<file path="src/rtl/bdd_pkg.sv">
package bdd_pkg;
   typedef enum logic [0:0] {
      WALK_IDLE = 1'b0,
      WALK_RUN  = 1'b1
   } walk_state_e;

   // terminal IDs occupy the two lowest codes
   function automatic logic is_terminal(input logic [31:0] id);
      return id < 32'd2;
   endfunction
endpackage

</file>
<file path="src/rtl/bdd_node_table.sv">
module bdd_node_table #(
   parameter int ID_W  = 5,
   parameter int VAR_W = 3
) (
   input  logic             clk,
   input  logic             wr_en,
   input  logic             lock,
   input  logic [ID_W-1:0]  wr_addr,
   input  logic [VAR_W-1:0] wr_var,
   input  logic [ID_W-1:0]  wr_lo,
   input  logic [ID_W-1:0]  wr_hi,
   input  logic [ID_W-1:0]  rd_addr,
   output logic [VAR_W-1:0] rd_var,
   output logic [ID_W-1:0]  rd_lo,
   output logic [ID_W-1:0]  rd_hi
);
   localparam int DEPTH = 1 << ID_W;

   logic [VAR_W-1:0] var_mem [DEPTH];
   logic [ID_W-1:0]  lo_mem  [DEPTH];
   logic [ID_W-1:0]  hi_mem  [DEPTH];
   logic             wr_ok;

   assign wr_ok = wr_en && !lock && !bdd_pkg::is_terminal(32'(wr_addr));

   always_ff @(posedge clk) begin
      if (wr_ok) begin
         var_mem[wr_addr] <= wr_var;
         lo_mem[wr_addr]  <= wr_lo;
         hi_mem[wr_addr]  <= wr_hi;
      end
   end

   assign rd_var = var_mem[rd_addr];
   assign rd_lo  = lo_mem[rd_addr];
   assign rd_hi  = hi_mem[rd_addr];
endmodule

</file>
<file path="src/rtl/bdd_node_check.sv">
module bdd_node_check #(
   parameter int ID_W     = 5,
   parameter int VAR_W    = 3,
   parameter int NUM_VARS = 6,
   parameter bit STRICT   = 1'b1
) (
   input  logic [VAR_W-1:0] node_var,
   input  logic [ID_W-1:0]  node_lo,
   input  logic [ID_W-1:0]  node_hi,
   input  logic [VAR_W-1:0] prev_var,
   input  logic             have_parent,
   output logic             fault
);
   logic range_bad;
   assign range_bad = {1'b0, node_var} >= (VAR_W+1)'(NUM_VARS);

   generate
      if (STRICT) begin : g_strict
         logic order_bad, twin_bad;
         assign order_bad = have_parent && (node_var >= prev_var);
         assign twin_bad  = (node_lo == node_hi);
         assign fault     = range_bad || order_bad || twin_bad;
      end else begin : g_loose
         logic unused_ok;
         assign unused_ok = &{1'b0, node_lo, node_hi, prev_var, have_parent};
         assign fault     = range_bad;
      end
   endgenerate
endmodule

</file>
<file path="src/rtl/bdd_walker.sv">
module bdd_walker #(
   parameter int ID_W     = 5,
   parameter int VAR_W    = 3,
   parameter int NUM_VARS = 6
) (
   input  logic                clk,
   input  logic                rst_n,
   input  logic                start,
   input  logic [NUM_VARS-1:0] in_vec,
   input  logic [ID_W-1:0]     root,
   input  logic [VAR_W-1:0]    node_var,
   input  logic [ID_W-1:0]     node_lo,
   input  logic [ID_W-1:0]     node_hi,
   input  logic                node_fault,
   output logic [ID_W-1:0]     cur_id,
   output logic [VAR_W-1:0]    prev_var,
   output logic                have_parent,
   output logic                busy,
   output logic                done,
   output logic                result,
   output logic                err
);
   import bdd_pkg::*;
   localparam int LAT_W = 1 << VAR_W;

   walk_state_e      state;
   logic [LAT_W-1:0] in_lat;
   logic             at_leaf;
   logic             take_hi;

   assign at_leaf = is_terminal(32'(cur_id));
   assign take_hi = in_lat[node_var];
   assign busy    = (state == WALK_RUN);

   always_ff @(posedge clk) begin
      if (!rst_n) begin
         state       <= WALK_IDLE;
         cur_id      <= '0;
         prev_var    <= '0;
         have_parent <= 1'b0;
         in_lat      <= '0;
         done        <= 1'b0;
         result      <= 1'b0;
         err         <= 1'b0;
      end else begin
         done <= 1'b0;
         if (state == WALK_IDLE) begin
            if (start) begin
               state       <= WALK_RUN;
               cur_id      <= root;
               have_parent <= 1'b0;
               in_lat      <= LAT_W'(in_vec);
            end
         end else if (at_leaf) begin
            state  <= WALK_IDLE;
            done   <= 1'b1;
            result <= cur_id[0];
            err    <= 1'b0;
         end else if (node_fault) begin
            state  <= WALK_IDLE;
            done   <= 1'b1;
            result <= 1'b0;
            err    <= 1'b1;
         end else begin
            cur_id      <= take_hi ? node_hi : node_lo;
            prev_var    <= node_var;
            have_parent <= 1'b1;
         end
      end
   end
endmodule

</file>
<file path="src/rtl/bdd_eval_engine.sv">
module bdd_eval_engine #(
   parameter int NUM_VARS = 6,
   parameter int ID_W     = 5,
   parameter bit STRICT   = 1'b1,
   localparam int VAR_W   = (NUM_VARS > 1) ? $clog2(NUM_VARS) : 1
) (
   input  logic                clk,
   input  logic                rst_n,
   input  logic                tbl_we,
   input  logic [ID_W-1:0]     tbl_addr,
   input  logic [VAR_W-1:0]    tbl_var,
   input  logic [ID_W-1:0]     tbl_lo,
   input  logic [ID_W-1:0]     tbl_hi,
   input  logic                root_we,
   input  logic [ID_W-1:0]     root_id,
   input  logic                start,
   input  logic [NUM_VARS-1:0] in_vec,
   output logic                busy,
   output logic                done,
   output logic                result,
   output logic                err
);
   generate
      if (NUM_VARS < 2) begin : g_bad_vars
         $error("NUM_VARS must be at least 2");
      end
      if (ID_W < 2 || ID_W > 10) begin : g_bad_id
         $error("ID_W must lie in 2..10");
      end
   endgenerate

   logic [ID_W-1:0]  root_q;
   logic [ID_W-1:0]  cur_id;
   logic [VAR_W-1:0] node_var, prev_var;
   logic [ID_W-1:0]  node_lo, node_hi;
   logic             have_parent, node_fault;

   always_ff @(posedge clk) begin
      if (!rst_n)                root_q <= '0;
      else if (root_we && !busy) root_q <= root_id;
   end

   bdd_node_table #(.ID_W(ID_W), .VAR_W(VAR_W)) table_i (
      .clk(clk), .wr_en(tbl_we), .lock(busy), .wr_addr(tbl_addr),
      .wr_var(tbl_var), .wr_lo(tbl_lo), .wr_hi(tbl_hi), .rd_addr(cur_id),
      .rd_var(node_var), .rd_lo(node_lo), .rd_hi(node_hi)
   );

   bdd_node_check #(.ID_W(ID_W), .VAR_W(VAR_W), .NUM_VARS(NUM_VARS),
                    .STRICT(STRICT)) check_i (
      .node_var(node_var), .node_lo(node_lo), .node_hi(node_hi),
      .prev_var(prev_var), .have_parent(have_parent), .fault(node_fault)
   );

   bdd_walker #(.ID_W(ID_W), .VAR_W(VAR_W), .NUM_VARS(NUM_VARS)) walk_i (
      .clk(clk), .rst_n(rst_n), .start(start), .in_vec(in_vec), .root(root_q),
      .node_var(node_var), .node_lo(node_lo), .node_hi(node_hi),
      .node_fault(node_fault), .cur_id(cur_id), .prev_var(prev_var),
      .have_parent(have_parent), .busy(busy), .done(done), .result(result),
      .err(err)
   );
endmodule

</file>
<file path="config.mk">
export PLATFORM = sky130hd
export DESIGN_NAME = bdd_eval_engine
export DESIGN_NICKNAME = d
export VERILOG_FILES = /design/src/rtl/bdd_pkg.sv /design/src/rtl/bdd_node_table.sv /design/src/rtl/bdd_node_check.sv /design/src/rtl/bdd_walker.sv /design/src/rtl/bdd_eval_engine.sv
export SDC_FILE = /design/constraint.sdc
export NUM_CORES = 1
export LEC_CHECK = 0
export CAP_MARGIN = 30
export CELL_PAD_IN_SITES_DETAIL_PLACEMENT = 1
export CELL_PAD_IN_SITES_GLOBAL_PLACEMENT = 2
export CORE_MARGIN = 8
export CORE_UTILIZATION = 50
export CTS_BUF_LIST = sky130_fd_sc_hd__clkbuf_8 sky130_fd_sc_hd__clkbuf_16
export DETAILED_ROUTE_END_ITERATION = 10
export DONT_BUFFER_PORTS = 1
export GPL_TIMING_DRIVEN = 1
export PLACE_DENSITY = 0.9
export SYNTH_ARGS = -nofsm -noshare
export SYNTH_HDL_FRONTEND = slang
export SYNTH_SLANG_ARGS = --single-unit
export TNS_END_PERCENT = 30
</file>
<file path="constraint.sdc">
create_clock -name clk -period 4.22 [get_ports clk]
set_input_delay 0.844 -clock clk [delete_from_list [all_inputs] [get_ports clk]]
set_output_delay 0.844 -clock clk [all_outputs]
set_load 0.005 [all_outputs]
</file>
==> flow_summary.toml, run 1 <==
[run_status]
status = "finished clean"

[synthesis]
synthFlopType = "sky130_fd_sc_hd__edfxtp_1"
async_flop_share_pct = 0
synth_edf_count = 416
synth_area_leader_cell = "sky130_fd_sc_hd__edfxtp_1"
ys_seq_elements = 445
synth_area_mm2 = 0.01757
synth-seq-area-share_pct = 74.42
synthMostInstantiatedCell = "sky130_fd_sc_hd__edfxtp_1"
yosysWarnings = 0
number_of_distinct_standard_cells_referenced_by_the_synthesized_netlist = 51
synthesis.instances = 894
synth_top_cells_by_area = "sky130_fd_sc_hd__edfxtp_1 (71%), sky130_fd_sc_hd__mux4_2 (9.6%), sky130_fd_sc_hd__dfxtp_1 (3.3%)"
netlist.area_leader.share_pct = 71.12
synthTopCellsByCount = "sky130_fd_sc_hd__edfxtp_1 (416), sky130_fd_sc_hd__mux4_2 (75), sky130_fd_sc_hd__mux2i_1 (51)"
synth_area_per_cell_um2 = 19.65

[grt]
global_route.usage.met3_pct = 3.840
gr-usage-met1_pct = 28.84
globalRouteTotalUtil_pct = 21.52
grt-busiest-layer = "met2"
grt_pass1_vias = 9772
grt.overflow.total = 0
antenna_violations_before_repair = 0
maximum_number_of_pins_on_one_net_before_global_route_repair = 33
grt_pass1_wl_um = 65160
met2_capacity_usage_during_global_routing_pct = 35.34

[sta]
count_of_pins_over_their_slew_limit = 0
timing.final.ws_setup_ns = 0.1755
hold_slack_ns = 0.3759
worst_clock_skew_ns = 0.01959
fmaxAchievable_mhz = 247.3
final.min_clock_period_ns = 4.044
setup_viol_count_final = 0
timing_hold_violations_final = 0
rsz0062_at_grt = "false"
post-route-period-util_pct = 95.84
timing_worst_slew_pin_value_ns = 0.7872
max-slew-margin-rel_pct = 47.45

[floorplanning]
die_area_mm2 = 0.04139
placementRows = 68
num_io_pins = 38
initial_util_pct = 50.85
die_w_um = 203.4
core_area_mm2 = 0.03454
die-height_um = 203.4

[route]
route.detailed.drc = 0
route.vias.total = 9133
antenna_violating_nets_post_route = 0
detailedRoute.firstPassIterationCount = 6
postRouteWirelength_um = 44560
detailedRoute.firstIterationViolations = 973
wire_per_inst_um = 30.43
vias_per_cell = 6.238

[setup_path]
worstPathArrival_ns = 4.48
r2r_slack_ns = 0.18
worst-setup-path-type = "reg2reg"
crit_path_cell_trace = "buf_16 > mux4_1 > mux4_2 > mux2_4 > ha_1 > a21o_1 > a21oi_1 > a2bb2oi_1 > o2111ai_2 > a221o_1 > o211a_1"
critical_path_peak_fanout = 16
start_kind = "flop"
crit_path_end_kind = "flop"
critical_path_buf_inv_count = 1
worst-endpoint-required_ns = 4.65
crit_path_top_delay_cell = "sky130_fd_sc_hd__dfxtp_4"
cp_slowest_stage_delay_ns = 0.57
cp_top_family = "compound AO/OA/AOI/OAI gates"

[clocking]
number_of_buffers_created_by_cts = 46
clkLatencyLatePin_ns = 0.56
max-clock-path-buffers = 3
tritoncts_num_sinks = 445
cts-htree-levels = 2
clock-root-buffer = "sky130_fd_sc_hd__clkbuf_16"
cts.reportedPaths.clkPinSlew_ns = 0.06
tritoncts = "yes"

[power]
power_density_mw_per_mm2 = 524.1
power_frac_seq_pct = 47.6
total_power_mw = 10.50
power.ir.vdd_worst_v = 0.0003183
power_switching_share_pct = 23.78
power_spent_charging_and_discharging_nets_mw = 2.497
leakagePower_nw = 6.596
power.combinational.fraction_pct = 12.9
p_clk_share_pct = 39.5
p_int_mw = 8.005

[final_layout]
layout.nets = 1010
antenna-diode-count = 0
area.growth.synth_to_final_pct = 14.08
fillerInstances = 3001
post-route-cell-area_mm2 = 0.02004
finalCoreUtilization_pct = 58.01
final_layout_size_suffix_gt1_share_pct = 22.30

[flow_run]
cap_viol_max_count = 0

[place]
place_worst_setup_slack_ns = -0.09093
hpwl_detailed_um = 26540
gp_congestion = 0.8018
port_buffers = 0
placed_cell_area_mm2 = 0.01840

[hold_path]
holdCritPathClass = "in2reg"
==> kinds of logic after synthesis <==
group / share of synthesized area (%)
flops: 74.42
fa+ha+maj: 0.2137
simple gates: 3.903
mux: 15.98
buf+inv: 1.581
xor+xnor: 0.2493
other cells: 0.02135
compound gates: 3.626
==> metrics by stage <==
step | setup TNS, ns | cells
floorplan | 0 | 919
global placement | 0 | 1369
detailed placement | -0.3599 | 1375
CTS | 0 | 1460
global route | 0 | 1464
finish | 0 | 1464
==> metal layers <==
metal  vias to the layer above  part of all wire (%)
met5                         -                     0
met4                         0                   3.2
met3                        94                   7.3
met2                       413                    48
met1                      4836                    41
li1                       3790                     -
==> cell type report <==
type	count	area (µm²)	share of cell area, %
sequential	445	13080	65.27
timing repair buffer	52	466.7	2.329
clock buffer	52	1245	6.213
multi-input combinational	422	4347	21.69
inverter	6	22.52	0.1124
tap	455	569.3	2.841
clock inverter	32	310.3	1.548
==> repair_timing <==
item,4_1_cts,5_1_grt
hold buffers,0,0
endpoints found under the setup margin,11,12
resized for setup,1,2
buffers inserted,1,0
endpoints found under the hold margin,0,0
==> cell usage in the layout (no fill, tap or decap), types with 3 or more instances in the layout <==
master and count:
sky130_fd_sc_hd__nand3_1 16, sky130_fd_sc_hd__clkinv_2 9, sky130_fd_sc_hd__dfxtp_1 26, sky130_fd_sc_hd__buf_8 6, sky130_fd_sc_hd__o22ai_1 16, sky130_fd_sc_hd__clkinvlp_4 3
sky130_fd_sc_hd__mux2i_4 3, sky130_fd_sc_hd__nor2b_1 16, sky130_fd_sc_hd__clkbuf_8 5, sky130_fd_sc_hd__mux2i_1 51, sky130_fd_sc_hd__nand2b_1 6, sky130_fd_sc_hd__mux4_2 75
sky130_fd_sc_hd__o211a_1 8, sky130_fd_sc_hd__conb_1 26, sky130_fd_sc_hd__and2_1 3, sky130_fd_sc_hd__a21boi_0 7, sky130_fd_sc_hd__nor4_1 3, sky130_fd_sc_hd__a21oi_1 15
sky130_fd_sc_hd__clkinv_1 6, sky130_fd_sc_hd__edfxtp_1 416, sky130_fd_sc_hd__nor2_2 9, sky130_fd_sc_hd__bufinv_16 6, sky130_fd_sc_hd__o21ai_0 16, sky130_fd_sc_hd__buf_6 3
sky130_fd_sc_hd__xnor2_1 5, sky130_fd_sc_hd__buf_4 42, sky130_fd_sc_hd__clkbuf_16 47, sky130_fd_sc_hd__ha_1 3, sky130_fd_sc_hd__mux4_1 19, sky130_fd_sc_hd__inv_1 12
sky130_fd_sc_hd__nand2_1 40, sky130_fd_sc_hd__a221o_1 4, sky130_fd_sc_hd__a22oi_1 12, sky130_fd_sc_hd__nor2_1 35, sky130_fd_sc_hd__nor3_1 5
==> worst paths after layout <==
kind | startpoint | end | cells past startpoint
hold / removal | tbl_var[2] | table_i.var_mem[24][2] | 0
hold reg to reg | walk_i.in_lat[0] | walk_i.in_lat[0] | 2
setup / recovery | flop | flop | 11
setup reg to reg | flop | flop | 11
==> sequential cells by signal, indices dropped and copies added (netlist names), named ones only <==
name / cells
table_i.hi_mem: 160
table_i.lo_mem: 160
table_i.var_mem: 96
walk_i.in_lat: 6
root_q: 5
walk_i.cur_id: 5
walk_i.prev_var: 3
walk_i.busy: 1
walk_i.done: 1
walk_i.err: 1
walk_i.have_parent: 1
walk_i.result: 1
==> power by group through the flow <==
stage                     sequential [mW]  clock [mW]  combinational [mW]
after floorplan                      5.02           0                1.02
after global placement               5.09           0                1.26
after detailed placement             5.10           0                1.30
after CTS                            5.00        4.21                1.35
after global routing                 5.00        4.34                1.44
final                                5.00        4.15                1.35
Power figures use the tool's default switching activity.
==> run 2, diff against run 1 <==
Settings changed: ABC_AREA from default to 1, CORE_UTILIZATION 50 to 43.
==> flow_summary.toml, run 2 <==
[run_status]
status = "finished clean"

[sta]
count_of_pins_over_their_slew_limit = 0
fin_tns_setup_ns = 0
worst_clock_skew_ns = 0.01597
post-route-period-util_pct = 84.54
setup_viol_count_final = 0
timing_worst_slew_pin_value_ns = 0.9138
timing_hold_violations_final = 0
final.min_clock_period_ns = 3.568
rsz0062_at_grt = "false"
max-slew-margin-rel_pct = 38.86
fmaxAchievable_mhz = 280.3

[floorplanning]
die_w_um = 222.8
initial_util_pct = 43.66
placementRows = 75
die_area_mm2 = 0.04966
die-height_um = 222.8
num_io_pins = 38
core_area_mm2 = 0.04213

[clocking]
clock-root-buffer = "sky130_fd_sc_hd__clkbuf_16"
post_cts_repair_setup_buffers = 0
holdBufCountCts = 0
tritoncts_num_sinks = 445
number_of_buffers_created_by_cts = 48
clkLatencyLatePin_ns = 0.58
cts-htree-levels = 2
cts_resized = 0
max-clock-path-buffers = 3
tritoncts = "yes"
cts.reportedPaths.clkPinSlew_ns = 0.06

[final_layout]
instances_no_fill = 2280
layout.nets = 1740
final_layout_size_suffix_gt1_share_pct = 7.926
final_cell_mix = "sky130_fd_sc_hd__nand2_1 (608), sky130_fd_sc_hd__edfxtp_1 (416), sky130_fd_sc_hd__nand3_1 (334)"
fillerInstances = 4521
finalCoreUtilization_pct = 48.99
layout.cells.most_common = "sky130_fd_sc_hd__nand2_1"
largest_registers = "table_i.hi_mem x160, table_i.lo_mem x160, table_i.var_mem x96"
area.growth.synth_to_final_pct = 12.19
antenna-diode-count = 0

[flow_run]
cap_viol_max_count = 0

[power]
power.ir.vdd_worst_v = 0.0005727
leakagePower_nw = 7.757
power_density_mw_per_mm2 = 710.2
power.combinational.fraction_pct = 36.8
power_frac_seq_pct = 35.0
total_power_mw = 14.66
power_spent_charging_and_discharging_nets_mw = 5.750
p_clk_share_pct = 28.1
p_int_mw = 8.908
power_switching_share_pct = 39.23

[place]
dp.cells = 2192
hpwl_detailed_um = 30520
port_buffers = 0
gp_congestion = 0.7862

[synthesis]
ys_seq_elements = 445
synthesis.instances = 1669
synth-seq-area-share_pct = 71.06
number_of_distinct_standard_cells_referenced_by_the_synthesized_netlist = 28
synth_area_per_cell_um2 = 11.02
synth_edf_count = 416
netlist.area_leader.share_pct = 67.90
yosysWarnings = 0
synthTopCellsByCount = "sky130_fd_sc_hd__nand2_1 (608), sky130_fd_sc_hd__edfxtp_1 (416), sky130_fd_sc_hd__nand3_1 (334)"
synth_top_cells_by_area = "sky130_fd_sc_hd__edfxtp_1 (68%), sky130_fd_sc_hd__nand2_1 (12%), sky130_fd_sc_hd__nand3_1 (9.1%)"
synth_area_leader_cell = "sky130_fd_sc_hd__edfxtp_1"
synth_area_mm2 = 0.01840
synthMostInstantiatedCell = "sky130_fd_sc_hd__nand2_1"
async_flop_share_pct = 0
synthFlopType = "sky130_fd_sc_hd__edfxtp_1"

[setup_path]
r2r_cells = 21
cp_top_family = "simple AND/OR/NAND/NOR gates"
critical_path_cell_count = 21
crit_path_cell_trace = "buf_4 > nand2_1 > nand3_1 > nand3_1 > nand2_1 > nand2_1 > nand3_2 > nand2_1 > ha_1 > inv_1 > nand2_1 > a21oi_1 > nor2_1 > o21ai_0 > nand2_1 > a21oi_2 > nand2_1 > nand2_2 > nand2_2 > nor2_1 > nor2_1"
start_kind = "flop"
worst-endpoint-required_ns = 4.69
crit_path_top_delay_cell = "sky130_fd_sc_hd__buf_4"
critical_path_peak_fanout = 72
cp_slowest_stage_delay_ns = 0.64
r2r_slack_ns = 0.65
critical_path_buf_inv_count = 2
worstPathArrival_ns = 4.04
crit_path_end_kind = "flop"
critPathMostFrequentCell = "sky130_fd_sc_hd__nand2_1"
worst-setup-path-type = "reg2reg"

[route]
postRouteWirelength_um = 52950
vias_per_cell = 5.584
route.detailed.drc = 0
wire_per_inst_um = 23.23
detailedRoute.firstPassIterationCount = 5
route.vias.total = 12730
antenna_violating_nets_post_route = 0
detailedRoute.firstIterationViolations = 1187

[grt]
gr-usage-met1_pct = 27.62
met2_capacity_usage_during_global_routing_pct = 35.21
grt-busiest-layer = "met2"
maximum_number_of_pins_on_one_net_before_global_route_repair = 137
grt_pass1_wl_um = 80730
global_route.usage.met3_pct = 3.952
grt_pass1_vias = 13400
grt.overflow.total = 0
globalRouteTotalUtil_pct = 21.21
antenna_violations_before_repair = 0

[hold_path]
holdCritPathClass = "in2reg"
==> run 2: layer usage <==
metal  vias up  wire length [µm]
li1       5799                 -
met3       104              3304
met2       400             25230
met4         0              1638
met5         -                 0
met1      6428             22780
==> run 2: worst register-to-register path, delay by kind of cell, from the launching register on <==
kind | cells | cell delay [ns]
AO/OA/AOI/OAI | 3 | 0.40
adder cells (fa/ha/maj) | 1 | 0.31
buffers and inverters | 2 | 0.71
flip-flops | 1 | 0.39
AND/OR/NAND/NOR | 15 | 1.66
==> run 2: final cells by class <==
type                            instances  area, µm²  share of cell area (%)
Multi-Input combinational cell       1121       4785                   23.18
Sequential cell                       445      13080                   63.38
Tap cell                              539      674.4                   3.267
Timing Repair Buffer                   51      420.4                   2.037
Clock inverter                         35      256.5                   1.243
Inverter                               36      141.4                  0.6850
Clock buffer                           53       1281                   6.208
==> run 2: power by group through the flow <==
stage | clock (mW) | combinational, mW | sequential (mW)
after detailed placement | 0 | 5.34 | 5.22
after CTS | 4.19 | 5.40 | 5.13
after floorplan | 0 | 3.84 | 5.11
final | 4.13 | 5.40 | 5.14
after global routing | 4.34 | 5.99 | 5.15
after global placement | 0 | 5.16 | 5.22
==> run 2: worst min path at each step <==
stage | startpoint | end | slack, ns | depth (start not counted)
after floorplan | walk_i.have_parent | walk_i.have_parent | 0.44 | 2
after global placement | root_q[2] | root_q[2] | 0.48 | 2
after detailed placement | walk_i.result | walk_i.result | 0.49 | 2
after CTS | tbl_hi[3] | table_i.hi_mem[28][3] | 0.33 | 0
after global routing | tbl_hi[3] | table_i.hi_mem[28][3] | 0.33 | 0
final | tbl_var[2] | table_i.var_mem[31][2] | 0.36 | 0
==> run 2: logic make-up (layout without fill, tap and decap cells) <==
kind of cell	count (synthesis)	count (layout)	synth area share [%]
other	1	26	0.02038
buffers and inverters	128	175	3.496
flip-flops	445	445	71.06
adder cells (fa/ha/maj)	3	3	0.2041
XOR/XNOR	1	1	0.04762
AO/OA/AOI/OAI	39	39	1.149
AND/OR/NAND/NOR	1052	1052	24.02
==> run 2: through the flow <==
stage | hold slack, ns | worst slack (ns) | area [µm²]
detailed placement | 0.4875 | 0.6904 | 19100
global route | 0.3330 | 0.3270 | 20640
CTS | 0.3254 | 0.6738 | 20640
floorplan | 0.4419 | 1.327 | 18490
finish | 0.3583 | 0.6522 | 20640
global placement | 0.4761 | 0.9012 | 19100
==> run 3, diff against run 2 <==
Clock period 4.22 ns to 3.7 ns, I/O delays scaled along.
==> flow_summary.toml, run 3 (synthesis results as in run 2) <==
[floorplanning]
num_io_pins = 38
die-height_um = 222.8
initial_util_pct = 43.66
die_w_um = 222.8
core_area_mm2 = 0.04213
placementRows = 75
die_area_mm2 = 0.04966

[place]
place_worst_setup_slack_ns = 0.2181
hpwl_detailed_um = 30410
gp_congestion = 0.8087
port_buffers = 0

[hold_path]
hold_path.startpoint = "tbl_var[1]"
holdCritPathClass = "in2reg"

[final_layout]
multi_input_comb_area_mm2 = 0.004785
layout.nets = 1745
antenna-diode-count = 0
area_occupied_by_registers_mm2 = 0.01308
fillerInstances = 4505
largest_registers = "table_i.hi_mem x160, table_i.lo_mem x160, table_i.var_mem x96"
layout.cells.most_common = "sky130_fd_sc_hd__nand2_1"
final_cell_mix = "sky130_fd_sc_hd__nand2_1 (608), sky130_fd_sc_hd__edfxtp_1 (416), sky130_fd_sc_hd__nand3_1 (334)"
final_layout_size_suffix_gt1_share_pct = 7.922
area.growth.synth_to_final_pct = 12.24
finalCoreUtilization_pct = 49.01

[clocking]
cts-htree-levels = 2
clock-root-buffer = "sky130_fd_sc_hd__clkbuf_16"
max-clock-path-buffers = 3
cts.reportedPaths.clkPinSlew_ns = 0.06
tritoncts = "yes"
tritoncts_num_sinks = 445
clkLatencyLatePin_ns = 0.57
number_of_buffers_created_by_cts = 47

[power]
power_density_mw_per_mm2 = 804.1
leakagePower_nw = 7.771
power.ir.vdd_worst_v = 0.0007013
total_power_mw = 16.60

[grt]
antenna_violations_before_repair = 0
grt_pass1_vias = 13210
globalRouteTotalUtil_pct = 20.61
grt.overflow.total = 0
grt_pass1_wl_um = 78320
maximum_number_of_pins_on_one_net_before_global_route_repair = 133

[sta]
worst_clock_skew_ns = 0.01625
max-slew-margin-rel_pct = 58.43
final.min_clock_period_ns = 3.289
post-route-period-util_pct = 88.89
timing_worst_slew_pin_value_ns = 0.6227
timing.final.ws_setup_ns = 0.4111
timing_hold_violations_final = 0
setup_viol_count_final = 0
count_of_pins_over_their_slew_limit = 0
rsz0062_at_grt = "false"
fin_tns_setup_ns = 0
fmaxAchievable_mhz = 304.1

[setup_path]
cp_slowest_stage_delay_ns = 0.41
critPathMostFrequentCell = "sky130_fd_sc_hd__nand2_1"
crit_path_end_kind = "flop"
start_kind = "flop"
worst-endpoint-required_ns = 4.19
crit_path_cell_trace = "inv_16 > buf_4 > buf_4 > nand2_1 > nand3_1 > nand3_1 > nand2_1 > nand2_1 > nand3_1 > nand2_1 > nand2_1 > nand2_1 > nor2_1 > nand3_1 > nand2_1 > nand2_2 > nand2_2 > nor2_1 > nor2_1"
worstPathArrival_ns = 3.78
cp_top_family = "simple AND/OR/NAND/NOR gates"
critical_path_buf_inv_count = 3
crit_path_top_delay_cell = "sky130_fd_sc_hd__dfxtp_4"
worst-setup-path-type = "reg2reg"
critical_path_peak_fanout = 93

[route]
wire_per_inst_um = 22.92
vias_per_cell = 5.559
route.detailed.drc = 0
postRouteWirelength_um = 52280
detailedRoute.firstIterationViolations = 992
detailedRoute.firstPassIterationCount = 5
route.vias.total = 12680
antenna_violating_nets_post_route = 0

[run_status]
status = "finished clean"

[flow_run]
cap_viol_max_count = 0
[run 3: through the flow]
step,area (µm²),hold WS [ns],std cells
final,20650,0.2648,2281
after global routing,20650,0.2433,2281
after CTS,20600,0.2372,2280
after detailed placement,19160,0.4809,2197
after global placement,19160,0.4629,2197
after floorplan,18490,0.4419,1694
[run 3: power breakdown]
group          switching [mW]  internal [mW]  leakage, nW  total [mW]
sequential              0.143           5.69         4.01        5.83
combinational            4.53           1.81         3.01        6.34
clock                    1.88           2.55        0.756        4.43
total                    6.55           10.0         7.77        16.6
[run 3: worst paths after layout]
| check | to | slack, ns | cells past startpoint |
|---|---|---|---|
| setup / recovery | flop | 0.41 | 19 |
| hold / removal | table_i.var_mem[17][1] | 0.26 | 0 |
| setup reg to reg | flop | 0.41 | 19 |
| hold reg to reg | walk_i.err | 0.49 | 2 |
[run 3: timing repair]
item / 4_1_cts / 5_1_grt
resized for setup: 0 / 4
endpoints found under the setup margin: 0 / 13
hold buffers: 0 / 0
setup buffers: 0 / 0
[run 3: layout make-up]
class,instances,area share (%)
clock inverters,32,0.9029
multi-input cells,1121,23.17
well taps,539,3.266
flip-flops and latches,445,63.35
clock buffers,51,6.072
repair buffers,57,2.497
inverters,36,0.7393
[run 3: layer usage]
layer  global-route usage (%)  part of all wire (%)  wire length (µm)
met5                        0                     0                 0
met4                    8.050                   3.1              1617
met3                    3.464                   6.0              3138
met2                    34.61                    49             25510
met1                    26.48                    42             22020
